[src/rtl/pb_power_seq.sv]
module pb_power_seq #(
  parameter int T_PRESS  = 400,
  parameter int T_SUPPLY = 100,
  parameter int T_WINDOW = 5000,
  parameter int T_HOLD   = 14000,
  parameter int T_LOCK   = 1000
) (
  input  logic       clk,
  input  logic       rst_n,
  input  logic       ms_tick,
  input  logic       btn_n,
  input  logic       host_en,
  input  logic       ext_ok,
  input  logic       bat_present,
  input  logic       vout_ok,
  input  logic       por,
  output logic       lin_en,
  output logic       sw_en,
  output logic [2:0] state_o
);
  localparam int M1   = (T_PRESS > T_SUPPLY) ? T_PRESS : T_SUPPLY;
  localparam int M2   = (T_WINDOW > T_LOCK) ? T_WINDOW : T_LOCK;
  localparam int M3   = (M1 > M2) ? M1 : M2;
  localparam int TMAX = (M3 > T_HOLD) ? M3 : T_HOLD;
  localparam int CW   = $clog2(TMAX + 1);

  typedef enum logic [2:0] {
    S_HR = 3'd0, S_PUP1 = 3'd1, S_PUP2 = 3'd2, S_ON = 3'd3,
    S_PDN1 = 3'd4, S_PDN2 = 3'd5, S_OFF = 3'd6
  } st_t;

  st_t st, nx;
  logic [CW-1:0] st_cnt, btn_cnt, sup_cnt, hold_cnt;
  logic btn_q, hold_qual;

  wire pressed     = !btn_n;
  wire press_start = pressed && !btn_q;
  wire cold_por    = por && !bat_present;

  wire lock_done = ms_tick && (st_cnt == CW'(T_LOCK - 1));
  wire win_done  = ms_tick && (st_cnt == CW'(T_WINDOW - 1));
  wire btn_done  = pressed && ms_tick && (btn_cnt == CW'(T_PRESS - 1));
  wire sup_done  = ext_ok && ms_tick && (sup_cnt == CW'(T_SUPPLY - 1));
  wire hold_hit  = hold_qual && pressed &&
                   ((hold_cnt == CW'(T_HOLD)) ||
                    (ms_tick && hold_cnt == CW'(T_HOLD - 1)));
  wire hold_used = hold_hit && (st == S_ON || st == S_PDN2 || st == S_OFF);

  always_comb begin
    nx = st;
    if (cold_por) nx = S_PDN1;
    else begin
      case (st)
        S_HR:   if (host_en && vout_ok) nx = S_ON;
                else if (btn_done || sup_done) nx = S_PUP1;
        S_PUP1,
        S_PUP2: if (win_done) nx = host_en ? S_ON : S_OFF;
        S_ON:   if (hold_hit) nx = S_PDN1;
                else if (!host_en) nx = S_PDN2;
        S_PDN1: if (lock_done) nx = ext_ok ? S_PUP1 : S_HR;
        S_PDN2: if (hold_hit) nx = S_PDN1;
                else if (lock_done) nx = S_OFF;
        S_OFF:  if (hold_hit) nx = S_PDN1;
                else if (host_en) nx = S_ON;
                else if (btn_done || sup_done) nx = S_PUP2;
        default: nx = S_HR;
      endcase
    end
  end

  always_ff @(posedge clk or negedge rst_n) begin
    if (!rst_n) begin
      st      <= S_HR;
      st_cnt  <= '0;
      btn_cnt <= '0;
      sup_cnt <= '0;
      btn_q   <= 1'b0;
    end else begin
      st    <= nx;
      btn_q <= pressed;
      if (nx != st) st_cnt <= '0;
      else if (ms_tick && st_cnt != CW'(TMAX)) st_cnt <= st_cnt + 1'b1;
      if (!pressed || nx != st) btn_cnt <= '0;
      else if (ms_tick && btn_cnt != CW'(TMAX)) btn_cnt <= btn_cnt + 1'b1;
      if (!ext_ok || nx != st) sup_cnt <= '0;
      else if (ms_tick && sup_cnt != CW'(TMAX)) sup_cnt <= sup_cnt + 1'b1;
    end
  end

  always_ff @(posedge clk or negedge rst_n) begin
    if (!rst_n) begin
      hold_qual <= 1'b0;
      hold_cnt  <= '0;
    end else if (!pressed || hold_used) begin
      hold_qual <= 1'b0;
      hold_cnt  <= '0;
    end else if (press_start) begin
      hold_qual <= (st == S_PUP1 || st == S_PUP2 || st == S_ON);
      hold_cnt  <= '0;
    end else if (hold_qual && ms_tick && hold_cnt != CW'(T_HOLD)) begin
      hold_cnt <= hold_cnt + 1'b1;
    end
  end

  assign lin_en  = (st != S_HR) && (st != S_PDN1);
  assign sw_en   = (st == S_PUP2) || (st == S_ON) || (st == S_PUP1 && st_cnt != '0);
  assign state_o = st;
endmodule


[config.mk]
export PLATFORM = sky130hd
export DESIGN_NAME = pb_power_seq
export DESIGN_NICKNAME = d
export VERILOG_FILES = /design/src/rtl/pb_power_seq.sv
export SDC_FILE = /design/constraint.sdc
export NUM_CORES = 1
export LEC_CHECK = 0
export BUFFER_PORTS_ARGS = -buffer_cell sky130_fd_sc_hd__buf_2
export CAP_MARGIN = 20
export CORE_MARGIN = 2
export CORE_UTILIZATION = 27
export DETAILED_ROUTE_END_ITERATION = 6
export MAX_ROUTING_LAYER = met4
export PLACE_DENSITY_LB_ADDON = 0.1
export RECOVER_POWER = 100
export SYNTH_ARGS = -nofsm -noshare
export SYNTH_HDL_FRONTEND = slang
export SYNTH_SLANG_ARGS = --single-unit
[constraint.sdc]
create_clock -name clk -period 3.06 [get_ports clk]
set_input_delay 0.612 -clock clk [delete_from_list [all_inputs] [get_ports clk]]
set_output_delay 0.612 -clock clk [all_outputs]
set_load 0.03 [all_outputs]
==> impl.org <==
** CTS
- Post-CTS timing repair inserted 0 buffers for setup.
- TritonCTS built the clock tree.
- Clock-pin slew was measured on the worst setup and hold paths at 0.05 ns.
- Clock buffer count from CTS :: 9
- The tree is rooted in a sky130_fd_sc_hd__clkbuf_16.
- The H-tree was split into 3 levels.
- CTS sink count :: 61
- Number of buffers between clock root and the deepest sink :: 2
- Worst-Skew Late Latency :: roughly 0.33 ns
- Buffers inserted to repair hold after CTS numbered 0.
- Number of gates resized after CTS :: 0

** Layout
- The finished layout holds 658 standard cells, fillers aside.
- In the final design database the tool counted just under 500 nets.
- Commonest cells after routing, fill and taps aside :: sky130_fd_sc_hd__dfrtp_1, sky130_fd_sc_hd__nand2_1, sky130_fd_sc_hd__nor2_1, sky130_fd_sc_hd__nor4_1, sky130_fd_sc_hd__xor2_1
- Fill cell total of the finished layout :: 1546
- Total area of multi-input combinational cells :: 2240 um2
- The area growth from synthesis to layout is 14.4%.
- The library cell used most frequently in the layout, excluding fill and tap cells, is sky130_fd_sc_hd__dfrtp_1.
- 0 antenna diodes ended up in the layout.
- Sequential cell area :: 1530 um2
- Layout cell share with drive strength beyond 1 :: 9.07%

** Synth
- Top flip-flop cell by instance count after synthesis :: sky130_fd_sc_hd__dfrtp_1
- Synthesized flop and latch total :: 61
- A synthesized cell averages 8.67 um2.
- Portion of the post-synthesis area used by sequential elements :: 38.3%
- In this run the cell area of the synthesized design comes to 3990 um2.
- Number of synthesized flops with an enable pin :: 0
- Cell count after synthesis :: 460
- Number of nets in the synthesized netlist :: approximately 480
- Share of flip-flops with an asynchronous set or reset :: 100%
- Count of warnings emitted by yosys :: 0
- After synthesis, the netlist uses 62 different library cells.

** Routing
- Via count of the routed design :: 3398
- Wires add up to around 10000 um.
- 1st-iter DRT viols :: 193
- After detailed routing, the average wire length per cell comes to about 16 um.
- The detail route stage leaves a number of antenna-violating nets equal to 0.
- Number of detailed-route iterations in the first pass :: 5
- DRC violation count after routing :: 0
- Vias per cell :: 5.16

** Status
- The run finished, with violations left.
- Violated checks :: capacitance limit, slew limit

** Power and ir drop
- Leakage power :: ~1.8 nW
- Net switching fraction of the power :: 35.4%
- Per report_power, the sequential group accounts for 33.8% of the total.
- Worst IR Drop VDD :: 256 uV
- Power Internal :: 1.80 mW
- The share of total power dissipated in the clock network is 36.8%.
- Dividing total power by cell area gives a power density of about 610 nW/um2.
- Psw :: 984 uW
- Combinational logic is responsible for 29.4% of the overall power.

** Floorplan
- Core area :: 14500 um2
- Total I/O pin count :: 14
- Measured along the x axis, the die boundary spans 126 um.
- The initialized floorplan defines 44 standard-cell rows.
- Die height :: approximately 130 um
- The die covers 15800 um2.
- Starting Density :: 27.6%

** Global route
- The initial antenna violation count came to 0.
- Number of global-route vias before repair :: 3326
- Largest net degree at the start of global routing :: 43
- After global routing the overflow that remains totals 0.
- The first global-routing pass estimated approximately 17000 um of wire.
- Global routing used 14.0% of the available tracks across all layers.

** Timing
- At the pin with the least slew margin, the transition time is 1.57 ns.
- Setup TNS after final layout :: 0 ns
- Period utilization :: 89.9%
- Final-report hold violation count :: 0
- Fmax :: 0.364 GHz
- For the final database, setup skew stands at 0.00557 ns.
- Headroom to the max-slew limit came out at -4.43%.
- Setup Viol. Count Final :: 0
- Final Max Slew Viols :: 26
- RSZ-0062 raised after global routing :: false
- The smallest clock period supported by the final layout is computed as between 2 and 3 ns.

** Critical path
- Capturing element type of the critical path :: register
- The worst setup path is launched from a register.
- Of all nets on the critical path, the largest fanout is 42.
- Critical Path RT :: 3.28 ns
- Crit path DAT :: 2.97 ns
- The worst register-to-register path has a setup slack of 0.31 ns.
- Type of the worst setup path :: reg -> reg

** Place
- Buffers placed on the I/O ports in this run total 13.
- Once placement completed, the tool counted placed cells totaling 643.
- Detailed placement finished with a half-perimeter wire length of 6880 um.
- Placer Congestion :: 0.827

** Hold path
- The tightest min-delay check is of the reg -> reg type.

** Job
- Across the run, the number of max-cap violations was 1.
-- worst max-delay path, cell delays in order (launching register included) --
cell and delay (ns):
sky130_fd_sc_hd__dfrtp_1 0.41, sky130_fd_sc_hd__ha_1 0.26, sky130_fd_sc_hd__and2_0 0.26, sky130_fd_sc_hd__nand2_1 0.12, sky130_fd_sc_hd__nor4_1 0.06, sky130_fd_sc_hd__a2111oi_0 0.87
sky130_fd_sc_hd__a211oi_4 0.09, sky130_fd_sc_hd__buf_12 0.23, sky130_fd_sc_hd__nor4_1 0.32
-- cell families after synthesis --
family          synth area share [%]
buf+inv                         5.55
mux                            0.815
flops                           38.3
fa+ha+maj                       2.51
simple gates                    31.6
compound gates                  9.85
xor+xnor                        11.4
-- stage by stage --
stage	total power [mW]	area (um2)	utilization [%]	setup WS, ns	hold WS (ns)
floorplan	1.50	3990	-	0.638	0.316
global placement	1.77	4310	29.7	0.216	0.531
detailed placement	1.78	4310	29.7	0.213	0.543
CTS	2.82	4600	31.8	0.323	0.347
global route	2.94	4570	31.5	0.0994	0.591
finish	2.78	4570	31.5	0.310	0.544
-- power groups by stage --
stage	registers, mW	logic [mW]	clock network, mW
2_1_floorplan	0.925	0.578	0
3_3_place_gp	0.951	0.823	0
3_5_place_dp	0.951	0.824	0
4_1_cts	0.938	0.827	1.06
5_1_grt	0.949	0.891	1.10
6_report	0.939	0.818	1.02
-- state kept, by name (all words and copies together) (netlist names) --
signal     cells
btn_cnt       14
hold_cnt      14
st_cnt        14
sup_cnt       14
state_o        3
btn_q          1
hold_qual      1
-- final cells by class --
class                   instances  area share (%)
well taps                     184            5.04
clock inverters                 1           0.658
flip-flops and latches         61            33.4
clock buffers                  14            5.78
inverters                      22            1.81
multi-input cells             351            49.0
repair buffers                 25            4.25
-- synth_stat cells, drive strengths merged (2+ instances only) --
cell	instances	area share [%]
nor4	44	6.9
clkbuf	12	1.1
nand2	59	5.6
a211oi	3	1.0
dfrtp	61	38
or3b	2	0.44
nand4b	4	0.88
nand4	17	2.7
ha	8	2.5
and3	7	1.1
or3	2	0.31
o21ai	8	1.0
a21boi	2	0.38
or4	4	0.85
xor2	27	5.9
nand2b	2	0.31
nor3	12	1.5
a31oi	2	0.31
a21oi	9	1.2
nand3	19	2.4
xnor2	25	5.5
and4	3	0.66
o31ai	3	0.56
o31a	3	0.66
nor2	47	4.4
o41ai	2	0.63
nor2b	2	0.31
buf	14	2.4
nor4b	7	1.5
o221ai	2	0.60
mux2	2	0.56
inv	22	2.1
and2	2	0.31
o21a	2	0.38
-- worst paths after layout --
path	cells past startpoint	from	endpoint
worst max-delay path	8	st_cnt[0]	sup_cnt[12]
worst min-delay path	2	hold_cnt[13]	hold_cnt[13]
worst max register to register	8	st_cnt[0]	sup_cnt[12]
worst min register to register	2	hold_cnt[13]	hold_cnt[13]
max in group asynchronous	2	rst_n	btn_cnt[5]
min in group asynchronous	1	rst_n	hold_cnt[8]
-- per-layer routing --
layer  part of all wire [%]  track usage, %  vias up
met5                      0               -        -
met4                    1.3            3.86        0
met3                    4.1            3.38       10
met2                     45            20.8       75
met1                     49            19.2     1640
li1                       -               -     1673
Note: power is estimated with default switching activity, not from simulation.
